<file path="config.mk">
export PLATFORM = sky130hd
export DESIGN_NAME = sar_conv_seq
export DESIGN_NICKNAME = d
export VERILOG_FILES = /design/src/rtl/sar_pkg.sv /design/src/rtl/sar_clkdiv.sv /design/src/rtl/sar_ctrl.sv /design/src/rtl/sar_dp.sv /design/src/rtl/sar_conv_seq.sv
export SDC_FILE = /design/constraint.sdc
export NUM_CORES = 1
export LEC_CHECK = 0
export ABC_CLOCK_PERIOD_IN_PS = 1750
export BUFFER_PORTS_ARGS = -buffer_cell sky130_fd_sc_hd__buf_2
export CAP_MARGIN = 20
export CORE_AREA = 4 4 63 65
export DETAILED_ROUTE_END_ITERATION = 16
export DIE_AREA = 0 0 67 69
export PLACE_DENSITY_LB_ADDON = 0.15
export SYNTH_ARGS = -nofsm -noshare
export SYNTH_HDL_FRONTEND = slang
export SYNTH_SLANG_ARGS = --single-unit
export TNS_END_PERCENT = 20
</file>
<file path="constraint.sdc">
create_clock -name clk -period 1.75 [get_ports clk]
set_input_delay 0.35 -clock clk [delete_from_list [all_inputs] [get_ports clk]]
set_output_delay 0.35 -clock clk [all_outputs]
set_load 0.02 [all_outputs]
</file>
<file path="src/rtl/sar_pkg.sv">
package sar_pkg;
  localparam int SAR_W   = 8;
  localparam int IDX_W   = $clog2(SAR_W);
  localparam int SPEED_W = 2;

  typedef enum logic [2:0] {
    ST_IDLE,
    ST_DELAY,
    ST_PHASE,
    ST_BIT,
    ST_WRITE,
    ST_DONE
  } seqState_t;

  // strobes from the sequencer control to the datapath
  typedef struct packed {
    logic             initTrial;
    logic             decide;
    logic             inBits;
    logic [IDX_W-1:0] bitIdx;
    logic             writeRes;
  } seqStrobe_t;
endpackage

</file>
<file path="src/rtl/sar_clkdiv.sv">
module sar_clkdiv #(
  parameter int SPEED_W = 2
) (
  input  logic               clk,
  input  logic               rstN,
  input  logic               run,
  input  logic [SPEED_W-1:0] speed,
  output logic               tick
);
  localparam int CNT_W = (1 << SPEED_W) - 1;

  logic [CNT_W-1:0] cnt;
  logic [CNT_W:0]   span;
  logic [CNT_W-1:0] lim;

  always_comb begin
    span = (CNT_W+1)'(1) << speed;
    lim  = CNT_W'(span - (CNT_W+1)'(1));
    tick = run && (cnt == lim);
  end

  always_ff @(posedge clk or negedge rstN) begin
    if (!rstN)      cnt <= '0;
    else if (!run)  cnt <= '0;
    else if (tick)  cnt <= '0;
    else            cnt <= cnt + CNT_W'(1);
  end
endmodule

</file>
<file path="src/rtl/sar_ctrl.sv">
module sar_ctrl
  import sar_pkg::*;
(
  input  logic               clk,
  input  logic               rstN,
  input  logic               tick,
  input  logic               cfgWrEn,
  input  logic               cfgGain,
  input  logic [SPEED_W-1:0] cfgSpeed,
  input  logic               cfgAuto,
  input  logic               swStart,
  input  logic               strobeRise,
  output logic               gainQ,
  output logic [SPEED_W-1:0] speedQ,
  output logic               autoQ,
  output logic               busy,
  output logic               holdPhase,
  output logic               zeroPhase,
  output seqStrobe_t         stb
);
  seqState_t        state;
  logic [IDX_W-1:0] bitIdx;
  logic             trig;

  always_comb begin
    trig          = (state == ST_IDLE) && (autoQ ? strobeRise : swStart);
    busy          = (state != ST_IDLE);
    holdPhase     = (state == ST_PHASE) && !gainQ;
    zeroPhase     = (state == ST_PHASE) && gainQ;
    stb.initTrial = (state == ST_PHASE) && tick;
    stb.decide    = (state == ST_BIT) && tick;
    stb.inBits    = (state == ST_BIT);
    stb.bitIdx    = bitIdx;
    stb.writeRes  = (state == ST_WRITE) && tick;
  end

  // configuration is locked while a conversion runs
  always_ff @(posedge clk or negedge rstN) begin
    if (!rstN) begin
      gainQ  <= 1'b0;
      speedQ <= '0;
      autoQ  <= 1'b0;
    end else if (cfgWrEn && (state == ST_IDLE)) begin
      gainQ  <= cfgGain;
      speedQ <= cfgSpeed;
      autoQ  <= cfgAuto;
    end
  end

  always_ff @(posedge clk or negedge rstN) begin
    if (!rstN) begin
      state  <= ST_IDLE;
      bitIdx <= '0;
    end else begin
      unique case (state)
        ST_IDLE:  if (trig) state <= ST_DELAY;
        ST_DELAY: if (tick) state <= ST_PHASE;
        ST_PHASE: if (tick) begin
          state  <= ST_BIT;
          bitIdx <= IDX_W'(SAR_W - 1);
        end
        ST_BIT: if (tick) begin
          if (bitIdx == '0) state <= ST_WRITE;
          else              bitIdx <= bitIdx - IDX_W'(1);
        end
        ST_WRITE: if (tick) state <= ST_DONE;
        ST_DONE:  if (tick) state <= ST_IDLE;
        default:  state <= ST_IDLE;
      endcase
    end
  end
endmodule

</file>
<file path="src/rtl/sar_dp.sv">
module sar_dp
  import sar_pkg::*;
(
  input  logic             clk,
  input  logic             rstN,
  input  seqStrobe_t       stb,
  input  logic             cmpIn,
  input  logic             pendClr,
  input  logic             irqEn,
  output logic [SAR_W-1:0] dacCode,
  output logic [SAR_W-1:0] result,
  output logic             pending,
  output logic             irq
);
  logic [SAR_W-1:0] acc;
  logic [SAR_W-1:0] trialBit;

  always_comb begin
    trialBit = '0;
    trialBit[stb.bitIdx] = 1'b1;
    dacCode  = stb.inBits ? (acc | trialBit) : acc;
    irq      = pending && irqEn;
  end

  always_ff @(posedge clk or negedge rstN) begin
    if (!rstN)                       acc <= '0;
    else if (stb.initTrial)          acc <= '0;
    else if (stb.decide && cmpIn)    acc <= acc | trialBit;
  end

  always_ff @(posedge clk or negedge rstN) begin
    if (!rstN)             result <= '0;
    else if (stb.writeRes) result <= acc;
  end

  // new completion takes priority over a clear in the same cycle
  always_ff @(posedge clk or negedge rstN) begin
    if (!rstN)             pending <= 1'b0;
    else if (stb.writeRes) pending <= 1'b1;
    else if (pendClr)      pending <= 1'b0;
  end
endmodule

</file>
<file path="src/rtl/sar_conv_seq.sv">
module sar_conv_seq
  import sar_pkg::*;
(
  input  logic               clk,
  input  logic               rstN,
  input  logic               cfgWrEn,
  input  logic               cfgGain,
  input  logic [SPEED_W-1:0] cfgSpeed,
  input  logic               cfgAuto,
  input  logic               swStart,
  input  logic               pwmStrobe,
  input  logic               cmpIn,
  input  logic               pendClr,
  input  logic               irqEn,
  output logic [SAR_W-1:0]   dacCode,
  output logic [SAR_W-1:0]   result,
  output logic               holdPhase,
  output logic               zeroPhase,
  output logic               busy,
  output logic               pending,
  output logic               irq
);
  logic               strobeQ;
  logic               strobeRise;
  logic               tick;
  logic               gainQ;
  logic               autoQ;
  logic [SPEED_W-1:0] speedQ;
  logic               pendSet;
  seqStrobe_t         seqStb;

  always_ff @(posedge clk or negedge rstN) begin
    if (!rstN) strobeQ <= 1'b0;
    else       strobeQ <= pwmStrobe;
  end

  assign strobeRise = pwmStrobe && !strobeQ;
  assign pendSet    = seqStb.writeRes;

  sar_clkdiv #(.SPEED_W(SPEED_W)) u_div (
    .clk   (clk),
    .rstN  (rstN),
    .run   (busy),
    .speed (speedQ),
    .tick  (tick)
  );

  sar_ctrl u_ctrl (
    .clk        (clk),
    .rstN       (rstN),
    .tick       (tick),
    .cfgWrEn    (cfgWrEn),
    .cfgGain    (cfgGain),
    .cfgSpeed   (cfgSpeed),
    .cfgAuto    (cfgAuto),
    .swStart    (swStart),
    .strobeRise (strobeRise),
    .gainQ      (gainQ),
    .speedQ     (speedQ),
    .autoQ      (autoQ),
    .busy       (busy),
    .holdPhase  (holdPhase),
    .zeroPhase  (zeroPhase),
    .stb        (seqStb)
  );

  sar_dp u_dp (
    .clk     (clk),
    .rstN    (rstN),
    .stb     (seqStb),
    .cmpIn   (cmpIn),
    .pendClr (pendClr),
    .irqEn   (irqEn),
    .dacCode (dacCode),
    .result  (result),
    .pending (pending),
    .irq     (irq)
  );
endmodule

</file>
==> After elaboration in Yosys (flattened, before gate mapping) <==
Index checks and enable logic that the tools add are counted.
{ "totals": {"reg_bits": 31, "input_bits": 12, "output_inout_bits": 21, "wordCells": 75} }
{ "classes": {"add_sub_neg": 3, "n_lt_le_gt_ge": 2, "n_eq_ne": 14, "n_shift": 1, "muxes": 22, "bitwise": 1, "n_reduce_logical": 22} }
{ "op_table": {"columns": ["op", "count"], "rows": [
  ["$mux W3", 12],
  ["$mux W8", 3],
  ["$pmux W3 S6", 1],
  ["$ne A2 B1 Y1 const B", 7],
  ["$logic_and A1 B1 Y1", 12],
  ["$or A8 B8 Y8", 1],
  ["$reduce_and A7 Y1", 1],
  ["$eq A3 B2 Y1 const B", 2],
  ["$eq A3 B3 Y1 const B", 2],
  ["$logic_not A3 Y1", 2],
  ["$pmux W3 S2", 1],
  ["$reduce_bool A2 Y1", 3],
  ["$sub A3 B1 Y3 const B", 2],
  ["$lt A3 B4 Y1 const B", 1],
  ["$mux W1", 4],
  ["$reduce_and A4 Y1", 1],
  ["$add A3 B1 Y3 const B", 1],
  ["$demux W1 S3", 1],
  ["$eq A3 B1 Y1 const B", 1],
  ["$eq A3 B3 Y1", 1],
  ["$ge A3 B1 Y1 const B", 1],
  ["$reduce_bool A3 Y1", 1],
  ["$shl A1 B2 Y3 const A", 1],
  ["$logic_not A1 Y1", 2],
  ["$ne A2 B2 Y1 const B", 1]
]} }

==> Depth between registers and ports, before layout <==
Gate-level depths: netlist (run 1).
{ "logic_depth": {"depth_word": 8, "ltp_mapped": 6, "depth_no_buf": 6} }

==> By module <==
From an unflattened synthesis (run 1), not the netlist that was laid out.
{ "unflattened": {"cells_unflattened": 143, "area_unflattened_um2": 1627.8} }
{ "by_module_without_submodules": {"columns": ["mod", "n_inst", "cells_each", "area_per_inst_um2", "seq_area_each_um2"], "rows": [
  ["sar_dp", 1, 66, 817.0, 425.4],
  ["sar_ctrl", 1, 56, 591.8, 250.2],
  ["sar_clkdiv", 1, 19, 180.2, 75.1],
  ["sar_conv_seq", 1, 2, 38.8, 25.0]
]} }

==> Worst setup path after synthesis (run 1) <==
OpenSTA, ideal clock, no wires.
{ "synth_path": {"kind": "flip-flop to flip-flop", "from": "register u_ctrl.speedQ[1]", "to": "register u_dp.result[0]", "setup_time_ps": 125, "t_arrival_ps": 1569, "required_ps": 1625, "path_slack_ps": 56, "path_stages_with_launch": 6, "path_buffers": 1, "synth_period_minus_slack_ps": 1694, "path_cell_list": "dfrtp_1 -> or3_4 -> a21oi_4 -> o2111a_1 -> buf_6 -> mux2_2"} }
{ "synth_via": {"elab_chain_cells": 5} }
{ "synth_lines": {"columns": ["element", "line", "rtl"], "rows": [
  ["from (decl)", "sar_ctrl.sv:14", "output logic [SPEED_W-1:0] speedQ,"],
  ["from (signal assigned)", "sar_ctrl.sv:45", "speedQ <= cfgSpeed;"],
  ["$shl A1 B2 Y3", "sar_clkdiv.sv:17", "span = (CNT_W+1)'(1) << speed;"],
  ["$sub A3 B1 Y3", "sar_clkdiv.sv:18", "lim = CNT_W'(span - (CNT_W+1)'(1));"],
  ["$eq A3 B3 Y1", "sar_clkdiv.sv:19", "tick = run && (cnt == lim);"],
  ["$logic_and A1 B1 Y1", "sar_clkdiv.sv:19", null],
  ["$logic_and A1 B1 Y1", "sar_ctrl.sv:34", "stb.writeRes = (state == ST_WRITE) && tick;"],
  ["to (signal assigned)", "sar_dp.sv:32", "if (!rstN) result <= '0;"],
  ["to (signal assigned)", "sar_dp.sv:33", "else if (stb.writeRes) result <= acc;"],
  ["to (decl)", "sar_dp.sv:11", "output logic [SAR_W-1:0] result,"]
]} }
Every way passes these cells.
A chain may end at the register's enable or synchronous reset.

==> Worst setup path after layout (run 1) <==
{ "layout_path": {"from": "register u_ctrl.state[1]", "to": "output dacCode[6]"} }
{ "layout_via": {"elab_chain_cells": 2} }
{ "layout_lines": {"columns": ["element", "line", "rtl"], "rows": [
  ["from (decl)", "sar_ctrl.sv:21", "seqState_t state;"],
  ["from (signal assigned)", "sar_ctrl.sv:52", "state <= ST_IDLE;"],
  ["from (signal assigned)", "sar_ctrl.sv:56", "ST_IDLE: if (trig) state <= ST_DELAY;"],
  ["from (signal assigned)", "sar_ctrl.sv:57", "ST_DELAY: if (tick) state <= ST_PHASE;"],
  ["$eq A3 B2 Y1", "sar_ctrl.sv:32", "stb.inBits = (state == ST_BIT);"],
  ["$mux W8", "sar_dp.sv:21", "dacCode = stb.inBits ? (acc | trialBit) : acc;"],
  ["to (decl)", "sar_conv_seq.sv:15", "output logic [SAR_W-1:0] dacCode,"]
]} }
Every way passes these cells.

==> flow_summary_export.csv, run 1 <==
group,metric,value,unit
floorplanning,rows,21,
logic_synthesis,synth-simple-area-share,0.175,
cts,clk_path_buf_depth,2,
power_and_ir_drop,power_density,1850,nW/µm²
logic_synthesis,synth_edf_count,0,
logic_synthesis,ys_types,38,
power_and_ir_drop,swShare,0.421,
cts,cts.sinks,31,
grt,overflow,0,
floorplanning,coreArea,3340,µm²
logic_synthesis,syn_inst,153,
timing,period_needed,1.93,ns
grt,antenna_found_initial,0,
logic_synthesis,synth.yosys.seq_area_share,0.486,
placement,port_buffers,32,
floorplanning,initial_utilization,0.479,
floorplanning,die_w,67,µm
final_layout,design_area,2140,µm²
drt,via_count,1333,
critical_path,critical_path_class,"flop to primary output",
power_and_ir_drop,ir_drop,0.000947,V
drt,wl_per_cell,15.1,µm
critical_path,critPathMaxFanout,6,
cts,cts_hold_buf,0,
drt,drt_iter0_drc,65,
logic_synthesis,synth_common_cells,"dfrtp_1 (31), nand2_1 (17), inv_1 (15)",
logic_synthesis,synthAdderAreaFrac,0.0235,
final_layout,seqCellArea,776,µm²
logic_synthesis,ys_seq_elements,31,
final_layout,multi_input_area,822,µm²
logic_synthesis,synth_top_area_frac,0.486,
placement,pre_cts_slack,-0.0665,ns
final_layout,utilization,0.642,
placement,place_area,1860,µm²
timing,period_share,1.10,
final_layout,instances_no_fill,249,
logic_synthesis,synth_top_area_cell,"dfrtp_1",
final_layout,n_fill_cell,286,
logic_synthesis,synth_mux_area_frac,0.0979,
power_and_ir_drop,comb_power_share,0.570,
cts,cts_buffers,5,
logic_synthesis,synth_xor_area_frac,0.0110,
logic_synthesis,synth.most_common_cell,"dfrtp_1",
timing,fin_ws,-0.175,ns
grt,gr-max-usage-layer,"met2",
logic_synthesis,synthArstFlopShare,1.00,
drt,ant_nets,0,
timing,max_freq,519,MHz
grt,grtUsageMet3,0.0406,
timing,worst_pin_slew,0.668,ns
cts,clk_pin_slew,0.11,ns
critical_path,arrival,1.58,ns
placement,dp_hpwl,2660,µm
power_and_ir_drop,internal_power,0.00229,W
floorplanning,die_y,69,µm
drt,finalWirelength,3760,µm
critical_path,worstPathRequired,1.40,ns
final_layout,area_delta_synth_final,34.0,%
grt,grt_max_degree,32,
run_status,violations,"negative setup slack",
flow_run,maxCapViolCount,0,
floorplanning,io_pins,33,
cts,h-tree-depth,2,
logic_synthesis,synth_ff_type,"dfrtp_1",
final_layout,final_nets,217,
grt,grt_util_all_layers,0.181,
timing,report.final.setup_viol,17,
power_and_ir_drop,clkPwrFrac,0.126,
logic_synthesis,synth_top_family_by_area,"simple AND/OR/NAND/NOR gates",
drt,viasPerCell,5.35,
worst_hold_path,min-delay-path-class,"input port to asynchronous set/reset pin",
cts,clockRootBuffer,"clkbuf_4",
final_layout,drive_above_1_share,0.433,
placement,placedCellCount,236,
timing,finalSetupTns,-1.40,ns
critical_path,cp-start-kind,"flop",
timing,hold_viol_final,0,
drt,drc_errors,0,
logic_synthesis,synth_area_leaders,"dfrtp_1 (49%), mux2_2 (9.2%), o2111ai_1 (4.4%)",
grt,grt.met2_usage,0.272,
power_and_ir_drop,seqPwrFrac,0.304,
grt,use_met1,0.248,
timing,relSlewSlack,0.555,
cts,insertion_delay,0.35,ns
logic_synthesis,synth_nets,168,
floorplanning,dieArea,4620,µm²
critical_path,end_kind,"primary output",
timing,drv_slew,0,
logic_synthesis,synth_compound_gate_area_share,0.153,
drt,dr.pass1.iters,5,
timing,rsz0062_at_grt,"true",
power_and_ir_drop,p_sw,0.00166,W
final_layout,diodes,0,
cts,cts_tree,"done",
timing,clock_skew,0.0136,ns
logic_synthesis,syn_area,1600,µm²
power_and_ir_drop,power.leakage,1.05,nW
logic_synthesis,yosys_warnings,0,
placement,gp_congestion,0.831,
logic_synthesis,avgSynthCellArea,10.4,µm²
run_status,status,"finished, violations left",
grt,grt_pass1_vias,1364,
grt,grt_pass1_wl,6450,µm
## metal layers
metal	up-vias	share of wire
li1	640	-
met1	651	0.44
met2	35	0.48
met3	7	0.056
met4	0	0.019
met5	-	0
## cell families (layout without fill, tap and decap cells)
family	Yosys count	count (layout)
and+or+nand+nor	52	52
AOI/OAI and AO/OA	31	31
DFF	31	31
buffers and inverters	20	70
muxes	14	14
adders and majority gates	3	3
xor gates and xnor gates	2	2
## worst paths after layout
path | slack [ns] | cells after the start | start | endpoint
max in group asynchronous | 1.29 | 1 | rstN | u_dp.acc[2]$_DFFE_PN0P_
worst min register to register | 0.50 | 1 | u_dp.pending$_DFFE_PN0P_ | u_dp.pending$_DFFE_PN0P_
worst max-delay path | -0.18 | 4 | u_ctrl.state[1]$_DFFE_PN0P_ | dacCode[6]
min in group clk | 0.13 | 1 | pwmStrobe | strobeQ$_DFF_PN0_
worst max register to register | -0.02 | 5 | u_ctrl.speedQ[1]$_DFFE_PN0P_ | u_dp.result[5]$_DFFE_PN0P_
worst min-delay path | 0.02 | 1 | rstN | u_ctrl.bitIdx[2]$_DFFE_PN0P_
## power by group through the flow
stage | Clock, W | Combinational (W) | Sequential [W]
detailed placement | 0 | 0.00183 | 0.00120
CTS | 0.000511 | 0.00217 | 0.00119
global placement | 0 | 0.00178 | 0.00118
finish | 0.000499 | 0.00226 | 0.00120
floorplan | 0 | 0.00119 | 0.00125
global route | 0.000539 | 0.00245 | 0.00124
## sequential cells by signal, summed over array words and instances (netlist names)
register and cells:
u_div.cnt 3, u_dp.pending 1, u_ctrl.gainQ 1, u_ctrl.speedQ 2, u_ctrl.bitIdx 3, u_dp.acc 8
strobeQ 1, u_ctrl.autoQ 1, u_dp.result 8, u_ctrl.state 3
## critical path, stage by stage (launching register included)
cell and delay (ns):
dfrtp_1 0.37, or2b_4 0.31, nor3_4 0.25, a21o_1 0.19
buf_6 0.12
## layout make-up
cell class | instances | share of cell area
tap | 46 | 0.0269
timing repair buffer | 47 | 0.167
clock buffer | 7 | 0.0304
clock inverter | 1 | 0.00351
inverter | 15 | 0.0263
sequential | 31 | 0.362
multi-input combinational | 102 | 0.384
## metrics by stage
stage	power, W	hold WS (ns)
final	0.00396	0.0214
after global placement	0.00295	0.415
after global routing	0.00423	0.0763
after floorplan	0.00244	0.0544
after detailed placement	0.00303	0.422
after CTS	0.00388	0.0470
## what timing repair did
action	4_1_cts	5_1_grt
pin swaps	13	6
setup buffers	4	1
setup endpoints to repair	20	28
gates resized for setup	37	15
## layout by cell type, fill, tap and decap left out, types with 2 or more instances in the layout
cell type  count
nor3_1         6
buf_4         11
and2_1         2
clkbuf_4       5
nand2_2        3
xnor2_1        2
nor2_1        10
o2111ai_1      8
mux2_4         8
buf_2         21
ha_1           3
a21oi_1        9
clkbuf_8       2
nand2_1       13
nor3_4         4
buf_6         15
mux2_2         5
a211oi_1       2
dfrtp_1       31
inv_1         14
a21o_1         3
or2_2          3
Note: power is estimated with default switching activity, not from simulation.
==> inputs of run 2 (changes only) <==
--- a/config.mk
+++ b/config.mk
@@ -8,10 +8,11 @@
 export ABC_CLOCK_PERIOD_IN_PS = 1750
 export BUFFER_PORTS_ARGS = -buffer_cell sky130_fd_sc_hd__buf_2
 export CAP_MARGIN = 20
-export CORE_AREA = 4 4 63 65
+export CORE_AREA = 2 2 61 63
 export DETAILED_ROUTE_END_ITERATION = 16
-export DIE_AREA = 0 0 67 69
-export PLACE_DENSITY_LB_ADDON = 0.15
+export DIE_AREA = 0 0 63 65
+export GPL_TIMING_DRIVEN = 0
+export PLACE_DENSITY = 0.72
 export SYNTH_ARGS = -nofsm -noshare
 export SYNTH_HDL_FRONTEND = slang
 export SYNTH_SLANG_ARGS = --single-unit
==> run 2 against run 1 <==
Critical endpoint is now dacCode[1]. Worst hold slack improved by 0.017 ns. Highest routed layer unchanged. Worst setup slack worse by 0.057 ns. Largest power group unchanged. Via count shrank 2.6%. The run still ends with negative setup slack left.
==> flow_summary_export.csv, run 2 (synthesized netlist as in run 1, its figures left out) <==
group,metric,value,unit
run_status,status,"finished, violations left",
run_status,violations,"negative setup slack",
drt,ant_nets,0,
grt,grt_pass1_wl,5750,µm
timing,relSlewSlack,0.556,
drt,drt_iter0_drc,47,
timing,hold_viol_final,0,
worst_hold_path,min-delay-path-class,"input port to asynchronous set/reset pin",
critical_path,critPathMaxFanout,3,
timing,drv_slew,0,
drt,via_count,1299,
critical_path,worstPathCellList,"or2b_4, nor3_4, buf_4, nand2_1, nand2_1, buf_6",
critical_path,arrival,1.63,ns
cts,clk_pin_slew,0.10,ns
cts,cts.sinks,31,
final_layout,final_nets,215,
final_layout,layout_common_cells,"dfrtp_1 (30), buf_2 (24), inv_1 (14)",
timing,worst_pin_slew,0.666,ns
floorplanning,die_w,63,µm
floorplanning,coreArea,3500,µm²
drt,finalWirelength,3430,µm
critical_path,critical_path_buf_inv_count,2,
timing,max_freq,505,MHz
critical_path,critical_path_class,"flop to primary output",
drt,wl_per_cell,13.8,µm
power_and_ir_drop,ir_drop,0.000984,V
cts,clk_path_buf_depth,2,
grt,antenna_found_initial,0,
placement,dp_hpwl,2390,µm
critical_path,crit_top_cell,"nand2_1",
critical_path,r2r-start,"u_div.cnt[1]$_DFF_PN0_",
timing,rsz0062_at_grt,"true",
floorplanning,dieArea,4100,µm²
final_layout,instances_no_fill,249,
final_layout,final_common_cell,"dfrtp_1",
critical_path,worstPathRequired,1.40,ns
critical_path,cp_slowest_cell,"dfrtp_2",
grt,grt_pass1_vias,1317,
grt,grt_max_degree,32,
final_layout,utilization,0.601,
timing,report.final.setup_viol,19,
critical_path,end_kind,"primary output",
critical_path,r2r_setup_slack,-0.07,ns
floorplanning,rows,22,
critical_path,r2r_end,"u_dp.result[6]$_DFFE_PN0P_",
final_layout,drive_above_1_share,0.428,
power_and_ir_drop,power_density,1810,nW/µm²
cts,cts_buffers,5,
timing,fin_ws,-0.232,ns
cts,clockRootBuffer,"clkbuf_4",
timing,finalSetupTns,-2.12,ns
floorplanning,io_pins,33,
power_and_ir_drop,power.leakage,1.05,nW
final_layout,reg_top3,"u_dp.acc: 8 flops, u_dp.result: 8 flops",
critical_path,cp-start-kind,"flop",
placement,placedCellCount,232,
floorplanning,initial_utilization,0.457,
critical_path,max_stage_delay,0.41,ns
placement,port_buffers,31,
final_layout,diodes,0,
flow_run,maxCapViolCount,0,
cts,insertion_delay,0.33,ns
floorplanning,die_y,65,µm
drt,viasPerCell,5.22,
grt,grt_util_all_layers,0.184,
cts,h-tree-depth,2,
critical_path,r2r_cells,5,
grt,overflow,0,
timing,timing.hold.ws,0.0386,ns
drt,dr.pass1.iters,4,
placement,gp_congestion,0.853,
final_layout,area_delta_synth_final,31.5,%
timing,period_share,1.13,
timing,clock_skew,0.00816,ns
critical_path,cpLargestDelayFamily,"simple AND/OR/NAND/NOR gates",
cts,cts_tree,"done",
timing,period_needed,1.98,ns
drt,drc_errors,0,
-- run 2: cell count changes in the layout (fill, tap and decap cells not counted), sizes merged --
cell,change
buf,-3
clkbuf,+2
inv,-1
-- run 2: timing repair --
action / CTS / global route
pin swaps: 9 / 5
resized for setup: 39 / 7
endpoints found under the setup margin: 23 / 23
buffers inserted: 9 / 0
hold buffers: 0 / 0
-- run 2: metrics by stage --
stage | total power [W] | area (µm²) | setup WS (ns)
floorplan | 0.00244 | 1600 | 0.0564
detailed placement | 0.00291 | 1810 | -0.150
CTS | 0.00380 | 2080 | -0.197
global placement | 0.00282 | 1810 | -0.129
global route | 0.00409 | 2100 | -0.305
finish | 0.00381 | 2100 | -0.232
-- run 2: worst max path at each step --
| stage | to | slack (ns) | cells after the start | start |
|---|---|---|---|---|
| 2_1_floorplan | u_dp.result[0]$_DFFE_PN0P_ | 0.06 | 5 | u_ctrl.speedQ[1]$_DFFE_PN0P_ |
| 3_3_place_gp | u_ctrl.gainQ$_DFFE_PN0P_ | -0.13 | 4 | u_ctrl.state[0]$_DFFE_PN0P_ |
| 3_5_place_dp | u_ctrl.autoQ$_DFFE_PN0P_ | -0.15 | 4 | u_ctrl.state[0]$_DFFE_PN0P_ |
| 4_1_cts | dacCode[6] | -0.20 | 5 | u_ctrl.state[2]$_DFFE_PN0P_ |
| 5_1_grt | dacCode[1] | -0.31 | 6 | u_ctrl.state[2]$_DFFE_PN0P_ |
| 6_report | dacCode[1] | -0.23 | 6 | u_ctrl.state[2]$_DFFE_PN0P_ |
-- run 2: cell type report --
| cell class | count | area (µm²) |
|---|---|---|
| inverter | 15 | 60.1 |
| multi-input combinational | 102 | 808 |
| sequential | 31 | 777 |
| buffer | 5 | 40.0 |
| fill | 329 | 1400 |
| clock buffer | 8 | 68.8 |
| timing repair buffer | 40 | 287 |
| tap | 48 | 60.1 |
-- run 2: per-layer routing --
layer / global-route usage / vias to the layer above / routed length [µm]
met5: 0 / - / 0
met4: 0.0806 / 0 / 34
met3: 0.0521 / 6 / 196
met2: 0.326 / 41 / 1770
met1: 0.205 / 621 / 1430
li1: - / 631 / -
-- run 2: worst reg2reg max path, stage by stage (launching register included) --
cell and delay (ns):
dfrtp_1 0.41, or3_4 0.42, a21oi_4 0.16, o2111a_1 0.21, buf_6 0.17, mux2_2 0.35
-- run 2: power by group --
part	internal, W	leakage [nW]	switching, W
Sequential	0.00100	0.396	0.000202
Clock	0.000236	0.0386	0.000242
Combinational	0.000980	0.613	0.00115
Total	0.00222	1.05	0.00159
==> inputs of run 3 (changes only) <==
--- a/config.mk
+++ b/config.mk
@@ -8,11 +8,13 @@
 export ABC_CLOCK_PERIOD_IN_PS = 1750
 export BUFFER_PORTS_ARGS = -buffer_cell sky130_fd_sc_hd__buf_2
 export CAP_MARGIN = 20
-export CORE_AREA = 2 2 61 63
+export CELL_PAD_IN_SITES_DETAIL_PLACEMENT = 1
+export CELL_PAD_IN_SITES_GLOBAL_PLACEMENT = 2
+export CORE_AREA = 2 2 76 78
 export DETAILED_ROUTE_END_ITERATION = 16
-export DIE_AREA = 0 0 63 65
+export DIE_AREA = 0 0 78 80
 export GPL_TIMING_DRIVEN = 0
-export PLACE_DENSITY = 0.72
+export PLACE_DENSITY_LB_ADDON = 0.1
 export SYNTH_ARGS = -nofsm -noshare
 export SYNTH_HDL_FRONTEND = slang
 export SYNTH_SLANG_ARGS = --single-unit
==> run 3 against run 2 <==
The flow still finishes with violations (negative setup slack). Total power is 5.1% higher. Largest power group unchanged. Die area is 52% higher. Sequential power hardly changed. Critical endpoint is now dacCode[6]. Register-to-register slack hardly changed. Count of clock-buffer cells in the layout is 2 lower. Global-route usage is 4.4 points lower. Critical path type unchanged. Cell area is 3.8% higher. Sequential share of layout area is 1.3 points lower. Routed wire length is 22% higher.
==> flow_summary_export.csv, run 3 (synthesized netlist as in run 1, its figures left out) <==
group,metric,value,unit
timing,relSlewSlack,0.528,
timing,period_needed,1.95,ns
critical_path,cp-start-kind,"flop",
critical_path,worstPathRequired,1.40,ns
grt,grt_pass1_wl,6780,µm
drt,ant_nets,0,
critical_path,end_kind,"primary output",
grt,grt_pass1_vias,1351,
timing,fin_ws,-0.202,ns
final_layout,final_common_cell,"dfrtp_1",
timing,period_share,1.12,
drt,via_count,1331,
floorplanning,coreArea,5410,µm²
power_and_ir_drop,comb_power_share,0.555,
timing,worst_pin_slew,0.708,ns
final_layout,utilization,0.403,
timing,finalSetupTns,-2.11,ns
final_layout,layout_common_cells,"dfrtp_1 (29), buf_2 (24), inv_1 (14)",
critical_path,r2r_end,"u_dp.result[7]$_DFFE_PN0P_",
floorplanning,initial_utilization,0.296,
power_and_ir_drop,finalPower,0.00400,W
power_and_ir_drop,p_sw,0.00165,W
power_and_ir_drop,power.leakage,1.05,nW
critical_path,cp_slowest_cell,"dfrtp_2",
cts,cts_buffers,5,
timing,rsz0062_at_grt,"true",
final_layout,reg_top3,"u_dp.acc: 8 flops, u_dp.result: 8 flops",
cts,clk_path_buf_depth,2,
cts,clk_pin_slew,0.07,ns
cts,insertion_delay,0.27,ns
floorplanning,die_y,80,µm
power_and_ir_drop,seqPwrFrac,0.304,
cts,cts.sinks,31,
timing,timing.hold.ws,0.120,ns
cts,clockRootBuffer,"clkbuf_8",
critical_path,critical_path_class,"flop to primary output",
drt,drc_errors,0,
power_and_ir_drop,clkPwrFrac,0.141,
cts,cts_hold_buf,0,
timing,clock_skew,0.00431,ns
critical_path,cpLargestDelayFamily,"simple AND/OR/NAND/NOR gates",
placement,gp_congestion,0.836,
run_status,status,"finished, violations left",
grt,antenna_found_initial,0,
critical_path,critical_path_buf_inv_count,1,
timing,drv_slew,0,
floorplanning,rows,27,
floorplanning,io_pins,33,
drt,viasPerCell,4.84,
grt,overflow,0,
worst_hold_path,min-delay-path-class,"input port to asynchronous set/reset pin",
critical_path,worstPathCellList,"or2b_4, nor3_4, a21o_1, buf_6",
cts,h-tree-depth,2,
cts,cts_tree,"done",
final_layout,drive_above_1_share,0.443,
grt,grt_max_degree,32,
drt,drt_iter0_drc,37,
timing,max_freq,512,MHz
flow_run,maxCapViolCount,0,
power_and_ir_drop,ir_drop,0.000679,V
grt,grt_util_all_layers,0.139,
final_layout,diodes,0,
drt,finalWirelength,4170,µm
timing,report.final.setup_viol,18,
critical_path,r2r_setup_slack,-0.08,ns
run_status,violations,"negative setup slack",
critical_path,max_stage_delay,0.40,ns
timing,hold_viol_final,0,
placement,dp_hpwl,3010,µm
final_layout,area_delta_synth_final,36.4,%
drt,wl_per_cell,15.2,µm
drt,dr.pass1.iters,4,
critical_path,r2r-start,"u_div.cnt[1]$_DFF_PN0_",
placement,port_buffers,31,
critical_path,arrival,1.60,ns
critical_path,r2r_cells,5,
power_and_ir_drop,power_density,1840,nW/µm²
critical_path,critPathMaxFanout,7,
final_layout,final_nets,218,
floorplanning,dieArea,6240,µm²
power_and_ir_drop,swShare,0.413,
power_and_ir_drop,internal_power,0.00235,W
floorplanning,die_w,78,µm
## run 3: changes by cell type in the layout (fill, tap and decap cells not counted), moves of 2 or more
cell / delta
buf_4: +3
clkbuf_4: -5
clkbuf_8: +4
nand2_1: +2
## run 3: final cells by class
class	instances	area (µm²)
fillers	630	3230
multi-input cells	102	815
flip-flops and latches	31	778
repair buffers	43	309
well taps	72	90.1
clock buffers	6	82.6
inverters	15	60.1
plain buffers	5	40.0
clock inverters	1	5.00
## run 3: power groups by stage
| stage | Sequential [W] | Clock [W] | Combinational, W |
|---|---|---|---|
| after global placement | 0.00122 | 0 | 0.00166 |
| after global routing | 0.00126 | 0.000616 | 0.00243 |
| final | 0.00122 | 0.000565 | 0.00222 |
| after detailed placement | 0.00124 | 0 | 0.00171 |
| after floorplan | 0.00125 | 0 | 0.00119 |
| after CTS | 0.00121 | 0.000590 | 0.00206 |
## run 3: worst max-delay path by stage
stage | start | endpoint | slack, ns | cells after the start
2_1_floorplan | u_ctrl.speedQ[1]$_DFFE_PN0P_ | u_dp.result[0]$_DFFE_PN0P_ | 0.06 | 5
3_3_place_gp | u_ctrl.state[0]$_DFFE_PN0P_ | u_ctrl.speedQ[1]$_DFFE_PN0P_ | -0.20 | 4
3_5_place_dp | u_ctrl.state[0]$_DFFE_PN0P_ | u_ctrl.autoQ$_DFFE_PN0P_ | -0.26 | 4
4_1_cts | u_ctrl.state[2]$_DFFE_PN0P_ | dacCode[6] | -0.23 | 4
5_1_grt | u_ctrl.state[2]$_DFFE_PN0P_ | dacCode[2] | -0.29 | 5
6_report | u_ctrl.state[2]$_DFFE_PN0P_ | dacCode[6] | -0.20 | 4
## run 3: what timing repair did
item | 4_1_cts | 5_1_grt
resized for setup | 31 | 19
setup endpoints to repair | 23 | 31
setup buffers | 9 | 3
pin swaps | 6 | 11
## run 3: routing by layer
metal  global-route usage  share of wire  up-vias
met5                    0              0        -
met4               0.0491          0.017        0
met3               0.0294          0.036        9
met2                0.240           0.53       28
met1                0.173           0.42      652
li1                     -              -      642
## run 3: metrics by stage
stage                     instances  cell area, µm²  setup slack, ns
after floorplan                 153            1600           0.0564
after global placement          256            1840           -0.205
after detailed placement        256            1840           -0.262
after CTS                       272            2100           -0.226
after global routing            275            2180           -0.285
final                           275            2180           -0.202
